[config.mk]
export PLATFORM = sky130hd
export DESIGN_NAME = slp_clkgate_ctrl
export DESIGN_NICKNAME = d
export VERILOG_FILES = /design/src/rtl/slp_pkg.sv /design/src/rtl/slp_wake_sync.sv /design/src/rtl/slp_mode_decode.sv /design/src/rtl/slp_seq_fsm.sv /design/src/rtl/slp_clkgate_ctrl.sv
export SDC_FILE = /design/constraint.sdc
export NUM_CORES = 1
export LEC_CHECK = 0
export ABC_AREA = 1
export CAP_MARGIN = 40
export CORE_UTILIZATION = 55
export CTS_CLUSTER_SIZE = 40
export DETAILED_ROUTE_END_ITERATION = 6
export HOLD_SLACK_MARGIN = 0.03
export PLACE_DENSITY = 0.78
export SYNTH_ARGS = -nofsm -noshare
export SYNTH_HDL_FRONTEND = slang
export SYNTH_SLANG_ARGS = --single-unit
[constraint.sdc]
create_clock -name clk -period 4.5 [get_ports clk]
set_input_delay 0.675 -clock clk [delete_from_list [all_inputs] [get_ports clk]]
set_output_delay 0.675 -clock clk [all_outputs]
set_load 0.03 [all_outputs]
[src/rtl/slp_pkg.sv]
package slp_pkg;

   typedef enum logic [1:0] {
      ST_RUN     = 2'd0,
      ST_SLEEP   = 2'd1,
      ST_STARTUP = 2'd2,
      ST_HALT    = 2'd3
   } slp_state_e;

   // mode codes: the core writes these, so the values are fixed
   typedef enum logic [2:0] {
      MD_IDLE   = 3'b000,
      MD_QADC   = 3'b001,
      MD_PDOWN  = 3'b010,
      MD_PSAVE  = 3'b011,
      MD_STBY   = 3'b110
   } slp_mode_e;

   typedef enum logic [1:0] {
      SU_NONE  = 2'd0,
      SU_FIXED = 2'd1,
      SU_PROG  = 2'd2
   } slp_su_e;

   localparam int unsigned NUM_DOM   = 5;
   localparam int unsigned DOM_CPU   = 0;
   localparam int unsigned DOM_FLASH = 1;
   localparam int unsigned DOM_IO    = 2;
   localparam int unsigned DOM_ADC   = 3;
   localparam int unsigned DOM_ASY   = 4;

   // number of single-bit wake sources beside the external lines
   localparam int unsigned NUM_SOLO  = 5;

   typedef struct packed {
      logic                tmr_osc;
      logic                main_osc;
      logic [NUM_DOM-1:0]  dom;
   } slp_gate_t;

endpackage

[src/rtl/slp_wake_sync.sv]
module slp_wake_sync #(
   parameter int unsigned WIDTH  = 7,
   parameter int unsigned STAGES = 2
) (
   input  logic             clk,
   input  logic             rst_n,
   input  logic [WIDTH-1:0] din,
   output logic [WIDTH-1:0] dout
);

   initial assert (STAGES >= 2) else $fatal(1, "slp_wake_sync: STAGES must be at least 2");
   initial assert (WIDTH >= 1)  else $fatal(1, "slp_wake_sync: WIDTH must be at least 1");

   logic [WIDTH-1:0] stage_q [STAGES];

   for (genvar s = 0; s < STAGES; s++) begin : g_stage
      if (s == 0) begin : g_first
         always_ff @(posedge clk or negedge rst_n) begin
            if (!rst_n) stage_q[s] <= '0;
            else        stage_q[s] <= din;
         end
      end else begin : g_next
         always_ff @(posedge clk or negedge rst_n) begin
            if (!rst_n) stage_q[s] <= '0;
            else        stage_q[s] <= stage_q[s-1];
         end
      end
   end

   assign dout = stage_q[STAGES-1];

endmodule

[src/rtl/slp_mode_decode.sv]
module slp_mode_decode
   import slp_pkg::*;
#(
   parameter int unsigned N_EXT = 2
) (
   input  logic [2:0]       mode,
   input  logic             async_sel,
   input  logic [N_EXT-1:0] ext_level,
   input  logic [N_EXT-1:0] wk_ext,
   input  logic             wk_twi,
   input  logic             wk_tmr,
   input  logic             wk_adc,
   input  logic             wk_io,
   output logic             mode_ok,
   output logic             wake_hit,
   output slp_su_e          su_kind,
   output slp_gate_t        sleep_gate
);

   logic [N_EXT-1:0] ext_lvl_hit;
   logic             ext_any, ext_lvl;

   // per-line level qualification
   for (genvar i = 0; i < N_EXT; i++) begin : g_ext
      assign ext_lvl_hit[i] = wk_ext[i] & ext_level[i];
   end

   assign ext_any = |wk_ext;
   assign ext_lvl = |ext_lvl_hit;

   always_comb begin
      mode_ok    = 1'b1;
      wake_hit   = 1'b0;
      su_kind    = SU_NONE;
      sleep_gate = '0;
      case (mode)
         MD_IDLE: begin
            wake_hit                 = ext_any | wk_twi | wk_tmr | wk_adc | wk_io;
            sleep_gate.dom[DOM_IO]   = 1'b1;
            sleep_gate.dom[DOM_ADC]  = 1'b1;
            sleep_gate.dom[DOM_ASY]  = async_sel;
            sleep_gate.main_osc      = 1'b1;
            sleep_gate.tmr_osc       = async_sel;
         end
         MD_QADC: begin
            wake_hit                 = ext_lvl | wk_twi | (wk_tmr & async_sel) | wk_adc;
            sleep_gate.dom[DOM_ADC]  = 1'b1;
            sleep_gate.dom[DOM_ASY]  = async_sel;
            sleep_gate.main_osc      = 1'b1;
            sleep_gate.tmr_osc       = async_sel;
         end
         MD_PDOWN: begin
            wake_hit = ext_lvl | wk_twi;
            su_kind  = SU_PROG;
         end
         MD_PSAVE: begin
            wake_hit                 = ext_lvl | wk_twi | (wk_tmr & async_sel);
            su_kind                  = SU_PROG;
            sleep_gate.dom[DOM_ASY]  = async_sel;
            sleep_gate.tmr_osc       = async_sel;
         end
         MD_STBY: begin
            wake_hit            = ext_lvl | wk_twi;
            su_kind             = SU_FIXED;
            sleep_gate.main_osc = 1'b1;
         end
         default: mode_ok = 1'b0;
      endcase
   end

endmodule

[src/rtl/slp_seq_fsm.sv]
module slp_seq_fsm
   import slp_pkg::*;
#(
   parameter int unsigned CNT_W        = 8,
   parameter int unsigned HALT_CYCLES  = 4,
   parameter int unsigned STBY_STARTUP = 6
) (
   input  logic             clk,
   input  logic             rst_n,
   input  logic             sleep_go,
   input  logic             wake_hit,
   input  logic             rst_wake,
   input  slp_su_e          su_kind,
   input  logic [CNT_W-1:0] su_len,
   output slp_state_e       state_q,
   output slp_state_e       state_d,
   output logic             wake_irq,
   output logic             wake_reset
);

   localparam logic [CNT_W-1:0] HALT_LAST = CNT_W'(HALT_CYCLES - 1);
   localparam logic [CNT_W-1:0] STBY_LEN  = CNT_W'(STBY_STARTUP);

   logic [CNT_W-1:0] cnt_q, cnt_d, first_len;
   logic             rkind_q, rkind_d;
   logic             irq_p, rst_p;

   always_comb begin
      case (su_kind)
         SU_FIXED: first_len = STBY_LEN;
         SU_PROG:  first_len = su_len;
         default:  first_len = '0;
      endcase
   end

   always_comb begin
      state_d = state_q;
      cnt_d   = cnt_q;
      rkind_d = rkind_q;
      irq_p   = 1'b0;
      rst_p   = 1'b0;
      unique case (state_q)
         ST_RUN: begin
            if (sleep_go) begin
               state_d = ST_SLEEP;
               rkind_d = 1'b0;
            end
         end
         ST_SLEEP: begin
            if (rst_wake || wake_hit) begin
               rkind_d = rst_wake;
               if (first_len == '0) begin
                  state_d = ST_HALT;
                  cnt_d   = HALT_LAST;
               end else begin
                  state_d = ST_STARTUP;
                  cnt_d   = first_len - 1'b1;
               end
            end
         end
         ST_STARTUP: begin
            rkind_d = rkind_q | rst_wake;
            if (cnt_q == '0) begin
               state_d = ST_HALT;
               cnt_d   = HALT_LAST;
            end else begin
               cnt_d = cnt_q - 1'b1;
            end
         end
         ST_HALT: begin
            rkind_d = rkind_q | rst_wake;
            if (cnt_q == '0) begin
               state_d = ST_RUN;
               irq_p   = ~rkind_d;
               rst_p   = rkind_d;
            end else begin
               cnt_d = cnt_q - 1'b1;
            end
         end
      endcase
   end

   always_ff @(posedge clk or negedge rst_n) begin
      if (!rst_n) begin
         state_q    <= ST_RUN;
         cnt_q      <= '0;
         rkind_q    <= 1'b0;
         wake_irq   <= 1'b0;
         wake_reset <= 1'b0;
      end else begin
         state_q    <= state_d;
         cnt_q      <= cnt_d;
         rkind_q    <= rkind_d;
         wake_irq   <= irq_p;
         wake_reset <= rst_p;
      end
   end

endmodule

[src/rtl/slp_clkgate_ctrl.sv]
module slp_clkgate_ctrl
   import slp_pkg::*;
#(
   parameter int unsigned N_EXT        = 2,
   parameter int unsigned STARTUP_W    = 8,
   parameter int unsigned HALT_CYCLES  = 4,
   parameter int unsigned STBY_STARTUP = 6,
   parameter int unsigned SYNC_STAGES  = 2
) (
   input  logic                 clk,
   input  logic                 rst_n,
   input  logic                 sleep_en,
   input  logic                 sleep_req,
   input  logic [2:0]           mode_sel,
   input  logic                 async_tmr_sel,
   input  logic [STARTUP_W-1:0] startup_len,
   input  logic [N_EXT-1:0]     ext_irq,
   input  logic [N_EXT-1:0]     ext_level,
   input  logic                 twi_match,
   input  logic                 tmr_async_irq,
   input  logic                 adc_irq,
   input  logic                 io_irq,
   input  logic                 rst_req,
   output logic [4:0]           clk_en,
   output logic                 osc_main_en,
   output logic                 osc_tmr_en,
   output logic                 core_halt,
   output logic                 wake_irq,
   output logic                 wake_reset
);

   localparam int unsigned WK_W  = N_EXT + NUM_SOLO;
   localparam int unsigned CNT_W = STARTUP_W;

   initial assert (N_EXT >= 1) else $fatal(1, "slp_clkgate_ctrl: N_EXT must be at least 1");
   initial assert (HALT_CYCLES >= 1) else $fatal(1, "slp_clkgate_ctrl: HALT_CYCLES must be at least 1");
   initial assert (STBY_STARTUP >= 1) else $fatal(1, "slp_clkgate_ctrl: STBY_STARTUP must be at least 1");
   initial assert ((1 << STARTUP_W) > HALT_CYCLES && (1 << STARTUP_W) > STBY_STARTUP)
      else $fatal(1, "slp_clkgate_ctrl: STARTUP_W too narrow for the fixed counts");

   // wake input synchronisation
   logic [WK_W-1:0] wk_raw, wk_s;
   assign wk_raw = {rst_req, io_irq, adc_irq, tmr_async_irq, twi_match, ext_irq};

   slp_wake_sync #(.WIDTH(WK_W), .STAGES(SYNC_STAGES)) u_sync (
      .clk  (clk),
      .rst_n(rst_n),
      .din  (wk_raw),
      .dout (wk_s)
   );

   // mode latch
   slp_state_e             state_q, state_d;
   logic [2:0]             mode_q;
   logic                   async_q;
   logic [STARTUP_W-1:0]   len_q;
   logic                   in_run;
   logic [2:0]             mode_eff;
   logic                   async_eff;

   assign in_run    = (state_q == ST_RUN);
   assign mode_eff  = in_run ? mode_sel : mode_q;
   assign async_eff = in_run ? async_tmr_sel : async_q;

   logic       mode_ok, wake_hit, sleep_go;
   slp_su_e    su_kind;
   slp_gate_t  sleep_gate, run_gate, gate_d, gate_q;

   slp_mode_decode #(.N_EXT(N_EXT)) u_dec (
      .mode      (mode_eff),
      .async_sel (async_eff),
      .ext_level (ext_level),
      .wk_ext    (wk_s[N_EXT-1:0]),
      .wk_twi    (wk_s[N_EXT]),
      .wk_tmr    (wk_s[N_EXT+1]),
      .wk_adc    (wk_s[N_EXT+2]),
      .wk_io     (wk_s[N_EXT+3]),
      .mode_ok   (mode_ok),
      .wake_hit  (wake_hit),
      .su_kind   (su_kind),
      .sleep_gate(sleep_gate)
   );

   assign sleep_go = in_run & sleep_req & sleep_en & mode_ok;

   always_ff @(posedge clk or negedge rst_n) begin
      if (!rst_n) begin
         mode_q  <= MD_IDLE;
         async_q <= 1'b0;
         len_q   <= '0;
      end else if (sleep_go) begin
         mode_q  <= mode_sel;
         async_q <= async_tmr_sel;
         len_q   <= startup_len;
      end
   end

   // sequencer
   slp_seq_fsm #(
      .CNT_W       (CNT_W),
      .HALT_CYCLES (HALT_CYCLES),
      .STBY_STARTUP(STBY_STARTUP)
   ) u_fsm (
      .clk       (clk),
      .rst_n     (rst_n),
      .sleep_go  (sleep_go),
      .wake_hit  (wake_hit),
      .rst_wake  (wk_s[WK_W-1]),
      .su_kind   (su_kind),
      .su_len    (len_q),
      .state_q   (state_q),
      .state_d   (state_d),
      .wake_irq  (wake_irq),
      .wake_reset(wake_reset)
   );

   // registered gate enables, taken from the next state
   always_comb begin
      run_gate              = '0;
      run_gate.dom          = {async_tmr_sel, 4'b1111};
      run_gate.main_osc     = 1'b1;
      run_gate.tmr_osc      = async_tmr_sel;
      unique case (state_d)
         ST_RUN, ST_HALT: gate_d = run_gate;
         ST_SLEEP:        gate_d = sleep_gate;
         ST_STARTUP: begin
            gate_d          = sleep_gate;
            gate_d.main_osc = 1'b1;
         end
      endcase
   end

   always_ff @(posedge clk or negedge rst_n) begin
      if (!rst_n) begin
         gate_q          <= '0;
         gate_q.dom      <= 5'b01111;
         gate_q.main_osc <= 1'b1;
      end else begin
         gate_q <= gate_d;
      end
   end

   assign clk_en      = gate_q.dom;
   assign osc_main_en = gate_q.main_osc;
   assign osc_tmr_en  = gate_q.tmr_osc;
   assign core_halt   = ~in_run;

endmodule

==> run summary, run 1 <==
Pwr Total -> 0.000683 W
Clk slew on worst S/H paths -> 0.08 ns
Share of layout cells above drive strength 1 -> 13.0%
Num CTS Buffers -> 5
Required time worst endpoint -> 4.69 ns
Setup Viol. Count Final -> 0
Maximum VDD drop -> 0.230 mV
Starting DRT DRC Count -> 62
Max_slew headroom -> 48.8%
Total number of vias -> 1855
Longest Clk Path Bufs -> 2
Non-Filler Instances -> 374
Die H -> 67.7 µm
Post-synth cell types -> 29
Kind of critical path -> flip-flop to flip-flop
Worst min path class -> primary input to async pin
R2R Setup Slk -> 1.42 ns
Filler cell count in the final layout -> 347
Detailed placement HPWL -> 3.39 mm
Gr usage total -> 21.8%
FF+latch area -> 1110 µm²
P_int -> 0.000533 W
GP Congestion -> 0.850
FF+latch count, synth -> 44
Max-cap violations -> 0
Initial core utilization -> 58.2%
GRT overflow -> 0
Core box area -> 4090 µm²
Setup TNS -> 0 ns
NumNets Final -> 355
Clock latency at the later pin of the worst-skew pair -> 0.29 ns
Hold violation count in the final report -> 0
Post-synthesis sequential area ratio -> 46.5%
Num rows -> 23
Final worst slack -> 1.42 ns
Placed cells -> 366
Worst slew pin tran -> 0.767 ns
Global-route wire length before repair -> 7.37 mm
Startpoint types -> flip-flop
Syn Area/Cell -> 8.28 µm²
Largest net degree at the start of global routing -> 33
Comb pwr share -> 5.8%
Clock Skew -> 0.00367 ns
CP arrival -> 3.27 ns
Diode count -> 0
Root Buffer -> clkbuf_8
Final period util -> 68.4%
Remaining antenna violation count -> 0
RSZ-0062 raised after global routing -> no
Clk sinks -> 44
Switching share of power -> 22.0%
CP endpoint kind -> flip-flop
Routed wire length -> 4.39 mm
Area growth syn-to-layout -> 19.3%
DRC -> 0
Die area -> 4590 µm²
Power Density -> 241 nW/µm²
Drt first pass iters -> 4
Number of synthesized flops with an enable pin -> 0
Synthesized cell area -> 2380 µm²
Vias in the first global route -> 1741
Ports -> 35
CTS tree -> done
Reg power frac -> 59.2%
Fin crit period -> 3.08 ns
Multi-input gate area -> 1060 µm²
Outcome -> finished, final reports clean
Setup slack at placement -> 1.42 ns
Fmax -> 325 MHz
Vias per cell -> 4.96
Mapped Nets -> 319
Die X -> 67.7 µm
Leading register cell type out of synthesis -> dfrtp_1
Synthesized instance count -> 287
Hold buffer count at CTS -> 0
H-Tree Depth -> 2
Ys Warns -> 0
CP max FO -> 25
Clk pwr share -> 34.9%
Port bufs -> 34
Net switching power -> 0.000150 W
Pleak -> 1.35 nW
Initial antenna violation count -> 0
Drt wl/cell -> 11.7 µm
Setup Buffers After CTS -> 0
Pins Over Slew Limit -> 0
Post-CTS Resized -> 0
Async S/R FF share, synth -> 100%
per-layer routing:
metal  up-vias  part of all wire (%)  GRT usage, %
met5         -                     0             0
met4         0                   1.3          7.71
met3         5                   3.8          5.74
met2        34                    49          38.4
met1       846                    46          25.3
li1        970                     -             -
path summary, 6_finish.rpt:
check | from | to | cells past startpoint
setup reg to reg | u_fsm.state_q[0] | clk_en[4] | 15
setup / recovery | u_fsm.state_q[0] | clk_en[4] | 15
max in group asynchronous | rst_n | clk_en[1] | 2
hold reg to reg | u_sync.stage_q[11] | u_sync.dout[4] | 0
min in group clk | u_sync.stage_q[11] | u_sync.dout[4] | 0
hold / removal | rst_n | u_sync.dout[6] | 1
flip-flops by register name (all words and copies together), names as in the netlist:
name	count
async_q	1
clk_en	4
len_q	8
mode_q	3
osc_main_en	1
u_fsm.cnt_q	8
u_fsm.rkind_q	1
u_fsm.state_q	2
u_fsm.wake_irq	1
u_fsm.wake_reset	1
u_sync.dout	7
u_sync.stage_q	7
Yosys cell counts, types with 3 or more instances:
cell type	number	share of area, %
nand2_1	62	9.8
nor2_1	23	3.6
a21oi_1	10	2.1
dfrtp_1	40	42
o21ai_1	3	0.63
nand4_1	4	1.1
a22oi_1	6	1.9
dfstp_2	4	4.4
nand2_2	8	2.1
xor2_1	6	2.2
nand2_4	3	1.4
nor2_2	8	2.1
inv_1	43	6.8
ha_1	7	3.7
nand3_1	20	4.2
nand3_2	3	1.3
o21ai_0	16	3.4
nor2_4	3	1.4
xnor2_1	4	1.5
power groups by stage:
| stage | combinational (W) | clock (W) | sequential (W) |
|---|---|---|---|
| floorplan | 0.00000653 | 0 | 0.000413 |
| global placement | 0.0000379 | 0 | 0.000412 |
| detailed placement | 0.0000407 | 0 | 0.000413 |
| CTS | 0.0000409 | 0.000248 | 0.000405 |
| global route | 0.0000438 | 0.000260 | 0.000406 |
| finish | 0.0000398 | 0.000239 | 0.000405 |
metrics by stage:
step / hold slack, ns / cell area [µm²] / util (%)
global route: 0.271 / 2840 / 69.4
CTS: 0.264 / 2840 / 69.4
global placement: 0.333 / 2730 / 66.8
finish: 0.260 / 2840 / 69.4
floorplan: 0.331 / 2380 / -
detailed placement: 0.336 / 2750 / 67.3
cell families after synthesis:
| family | share of synthesized area, % |
|---|---|
| and+or+nand+nor | 27.5 |
| buffers and inverters | 8.84 |
| DFF | 46.5 |
| AOI/OAI and AO/OA | 9.74 |
| xor gates and xnor gates | 3.68 |
| adders and majority gates | 3.68 |
cell type report:
| class | instances | area share, % |
|---|---|---|
| Sequential cell | 44 | 39.0 |
| Inverter | 44 | 5.83 |
| Timing Repair Buffer | 35 | 12.5 |
| Multi-Input combinational cell | 193 | 37.4 |
| Clock buffer | 6 | 2.56 |
| Tap cell | 50 | 2.21 |
| Clock inverter | 2 | 0.441 |
placed cells by master (no fill, tap or decap):
master	count
o21ai_2	2
a22oi_1	6
o31ai_1	1
inv_1	43
nor2_1	23
a31o_2	1
nand2_2	8
nand2_4	3
clkbuf_8	5
o211ai_1	1
clkbuf_1	1
nand2_1	62
nand4_1	4
buf_12	1
dfstp_2	4
nand3b_1	1
xor2_1	6
inv_2	1
nor2_4	3
o21ai_1	3
clkinv_2	1
nand3_1	20
buf_2	1
ha_1	7
clkinvlp_4	1
xnor2_1	4
nor2_2	8
nand3_2	3
a21oi_1	10
nor3_1	1
clkdlybuf4s50_1	33
dfrtp_1	40
o21ai_0	16
worst max-delay path: stages, from the launching register on:
cell	delay (ns)
dfrtp_1	0.42
inv_1	0.14
ha_1	0.52
inv_2	0.16
nand2_1	0.11
nand2_2	0.08
nor2_2	0.18
nor2_1	0.08
nor2_2	0.59
inv_1	0.19
nand3_1	0.13
nand2_1	0.10
nand2_2	0.08
nand2_2	0.07
nand2_1	0.06
nand2_1	0.04
(Power assumes the default switching activity.)
==> inputs of run 2 (changes only) <==
--- a/config.mk
+++ b/config.mk
@@ -7,11 +7,11 @@
 export LEC_CHECK = 0
 export ABC_AREA = 1
 export CAP_MARGIN = 40
-export CORE_UTILIZATION = 55
+export CORE_UTILIZATION = 54
 export CTS_CLUSTER_SIZE = 40
 export DETAILED_ROUTE_END_ITERATION = 6
 export HOLD_SLACK_MARGIN = 0.03
-export PLACE_DENSITY = 0.78
+export PLACE_DENSITY = 0.76
 export SYNTH_ARGS = -nofsm -noshare
 export SYNTH_HDL_FRONTEND = slang
 export SYNTH_SLANG_ARGS = --single-unit
==> constraint.sdc (replaced) <==
create_clock -name clk -period 3.2 [get_ports clk]
set_input_delay 0.48 -clock clk [delete_from_list [all_inputs] [get_ports clk]]
set_output_delay 0.48 -clock clk [all_outputs]
set_load 0.03 [all_outputs]
==> run 2 against run 1 <==
Flip-flop and latch count unchanged; power rose by 56%; register-to-register slack lost 0.94 ns; clock-buffer cell count did not move; sequential power up 40%; clock power rose by 85%; first-iteration DRC count shrank 4.8%; critical path depth rose by 2; non-clock buffer count up 2; final area increased by 2.1%; routed wire length shrank 0.48%; critical path type unchanged; largest cell class unchanged.
==> run summary, run 2 (same netlist as run 1, synthesis figures left out) <==
Longest Clk Path Bufs -> 2
Required time worst endpoint -> 3.39 ns
Port bufs -> 34
Power Density -> 369 nW/µm²
Pwr Total -> 0.00107 W
Max_slew headroom -> 52.7%
Post-CTS Resized -> 0
Setup Viol. Count Final -> 0
Total number of vias -> 1867
Setup Buffers After CTS -> 0
Hold buffer count at CTS -> 0
CP max stage cell -> dfrtp_1
Non-Filler Instances -> 376
Startpoint types -> flip-flop
Clock Skew -> 0.00391 ns
Diode count -> 0
Drt wl/cell -> 11.6 µm
Fmax -> 367 MHz
Area growth syn-to-layout -> 21.7%
CP max FO -> 8
Gr usage total -> 22.4%
Top Registers -> len_q (8), u_fsm.cnt_q (8)
Leading cell type in the layout, fill and taps excluded -> nand2_1
Core box area -> 4120 µm²
GRT overflow -> 0
Final instance area -> 2890 µm²
Remaining antenna violation count -> 0
Drt first pass iters -> 4
Max-cap violations -> 0
Vias per cell -> 4.97
Routed wire length -> 4.37 mm
Final period util -> 85.1%
Clock latency at the later pin of the worst-skew pair -> 0.30 ns
Outcome -> finished, final reports clean
Detailed placement HPWL -> 3.48 mm
Setup TNS -> 0 ns
Num CTS Buffers -> 5
RSZ-0062 raised after global routing -> no
Die X -> 68.4 µm
CP arrival -> 2.92 ns
Pleak -> 1.39 nW
Fin crit period -> 2.72 ns
Initial antenna violation count -> 0
H-Tree Depth -> 2
Placed Area -> 2770 µm²
Clk slew on worst S/H paths -> 0.08 ns
Filler cell count in the final layout -> 326
CP endpoint kind -> flip-flop
Pins Over Slew Limit -> 0
Critical path cell sequence -> inv_1 -> ha_1 -> buf_4 -> nand2_1 -> nand2_4 -> inv_1 -> o21ai_1 -> ha_1 -> nand3_2 -> nor2_4 -> nand3_2 -> nand3_2 -> nand2_1 -> nand2_2 -> nand2_2 -> nand2_1 -> nand2_1
CTS tree -> done
Global-route wire length before repair -> 7.58 mm
Most frequent cells in the layout -> 62 x nand2_1, 43 x inv_1, 40 x dfrtp_1
Num rows -> 23
Die area -> 4670 µm²
Largest net degree at the start of global routing -> 25
Kind of critical path -> flip-flop to flip-flop
Vias in the first global route -> 1842
NumNets Final -> 357
Share of layout cells above drive strength 1 -> 13.8%
Placed cells -> 368
Worst slew pin tran -> 0.702 ns
Worst min path class -> primary input to async pin
Root Buffer -> clkbuf_8
DRC -> 0
GP Congestion -> 0.798
Crit path top cell by count -> nand2_1
Hold violation count in the final report -> 0
Slowest stage delay, CP -> 0.43 ns
Die H -> 68.4 µm
Final hold slack -> 0.139 ns
Initial core utilization -> 57.8%
Clk sinks -> 44
Ports -> 35
Maximum VDD drop -> 0.307 mV
Starting DRT DRC Count -> 59
run 2: cell count changes in the layout (fill, tap and decap cells not counted):
cell / before / now
clkbuf_8: 5 / 6
buf_4: 0 / 2
buf_16: 0 / 1
clkinvlp_4: 1 / 0
clkinv_4: 0 / 1
clkbuf_1: 1 / 0
clkinv_2: 1 / 0
bufinv_16: 0 / 1
buf_12: 1 / 0
run 2: final cells by class:
cell class | count | area, µm² | share of cell area (%)
sequential | 44 | 1110 | 38.2
multi-input combinational | 193 | 1060 | 36.7
timing repair buffer | 37 | 378 | 13.1
inverter | 44 | 165 | 5.71
clock buffer | 6 | 82.6 | 2.85
tap | 50 | 62.6 | 2.16
clock inverter | 2 | 38.8 | 1.34
run 2: path summary, 6_finish.rpt:
check | cells past startpoint | start | slack, ns | endpoint
min in group clk | 0 | u_sync.stage_q[9] | 0.35 | u_sync.dout[2]
min reg2reg | 0 | u_sync.stage_q[9] | 0.35 | u_sync.dout[2]
min | 1 | rst_n | 0.14 | u_fsm.wake_reset
max in group asynchronous | 2 | rst_n | 2.50 | clk_en[3]
max | 17 | u_fsm.state_q[0] | 0.48 | clk_en[4]
max reg2reg | 17 | u_fsm.state_q[0] | 0.48 | clk_en[4]
run 2: routing by layer:
layer,share of wire [%],track usage [%],vias up
met4,1.6,8.59,0
met5,0,0,-
li1,-,-,983
met2,50,40.7,28
met1,45,25.1,850
met3,2.8,5.00,6
run 2: report_power, final:
part / switching (W) / leakage [nW] / internal [W]
clock: 0.000188 / 0.0614 / 0.000255
sequential: 0.00000411 / 0.479 / 0.000565
combinational: 0.0000237 / 0.849 / 0.0000333
run 2: critical path: cells and delay by family, from the launching register on:
kind / cells / cell delay [ns]
adder cells (fa/ha/maj): 2 / 0.58
AND/OR/NAND/NOR: 11 / 0.94
buffers and inverters: 3 / 0.43
flip-flops: 1 / 0.43
AO/OA/AOI/OAI: 1 / 0.21
run 2: through the flow:
stage / setup slack [ns] / utilization, %
2_1_floorplan: 0.832 / -
6_report: 0.476 / 70.3
3_5_place_dp: 0.491 / 67.4
5_1_grt: 0.204 / 70.3
3_3_place_gp: 0.593 / 66.7
4_1_cts: 0.472 / 70.3
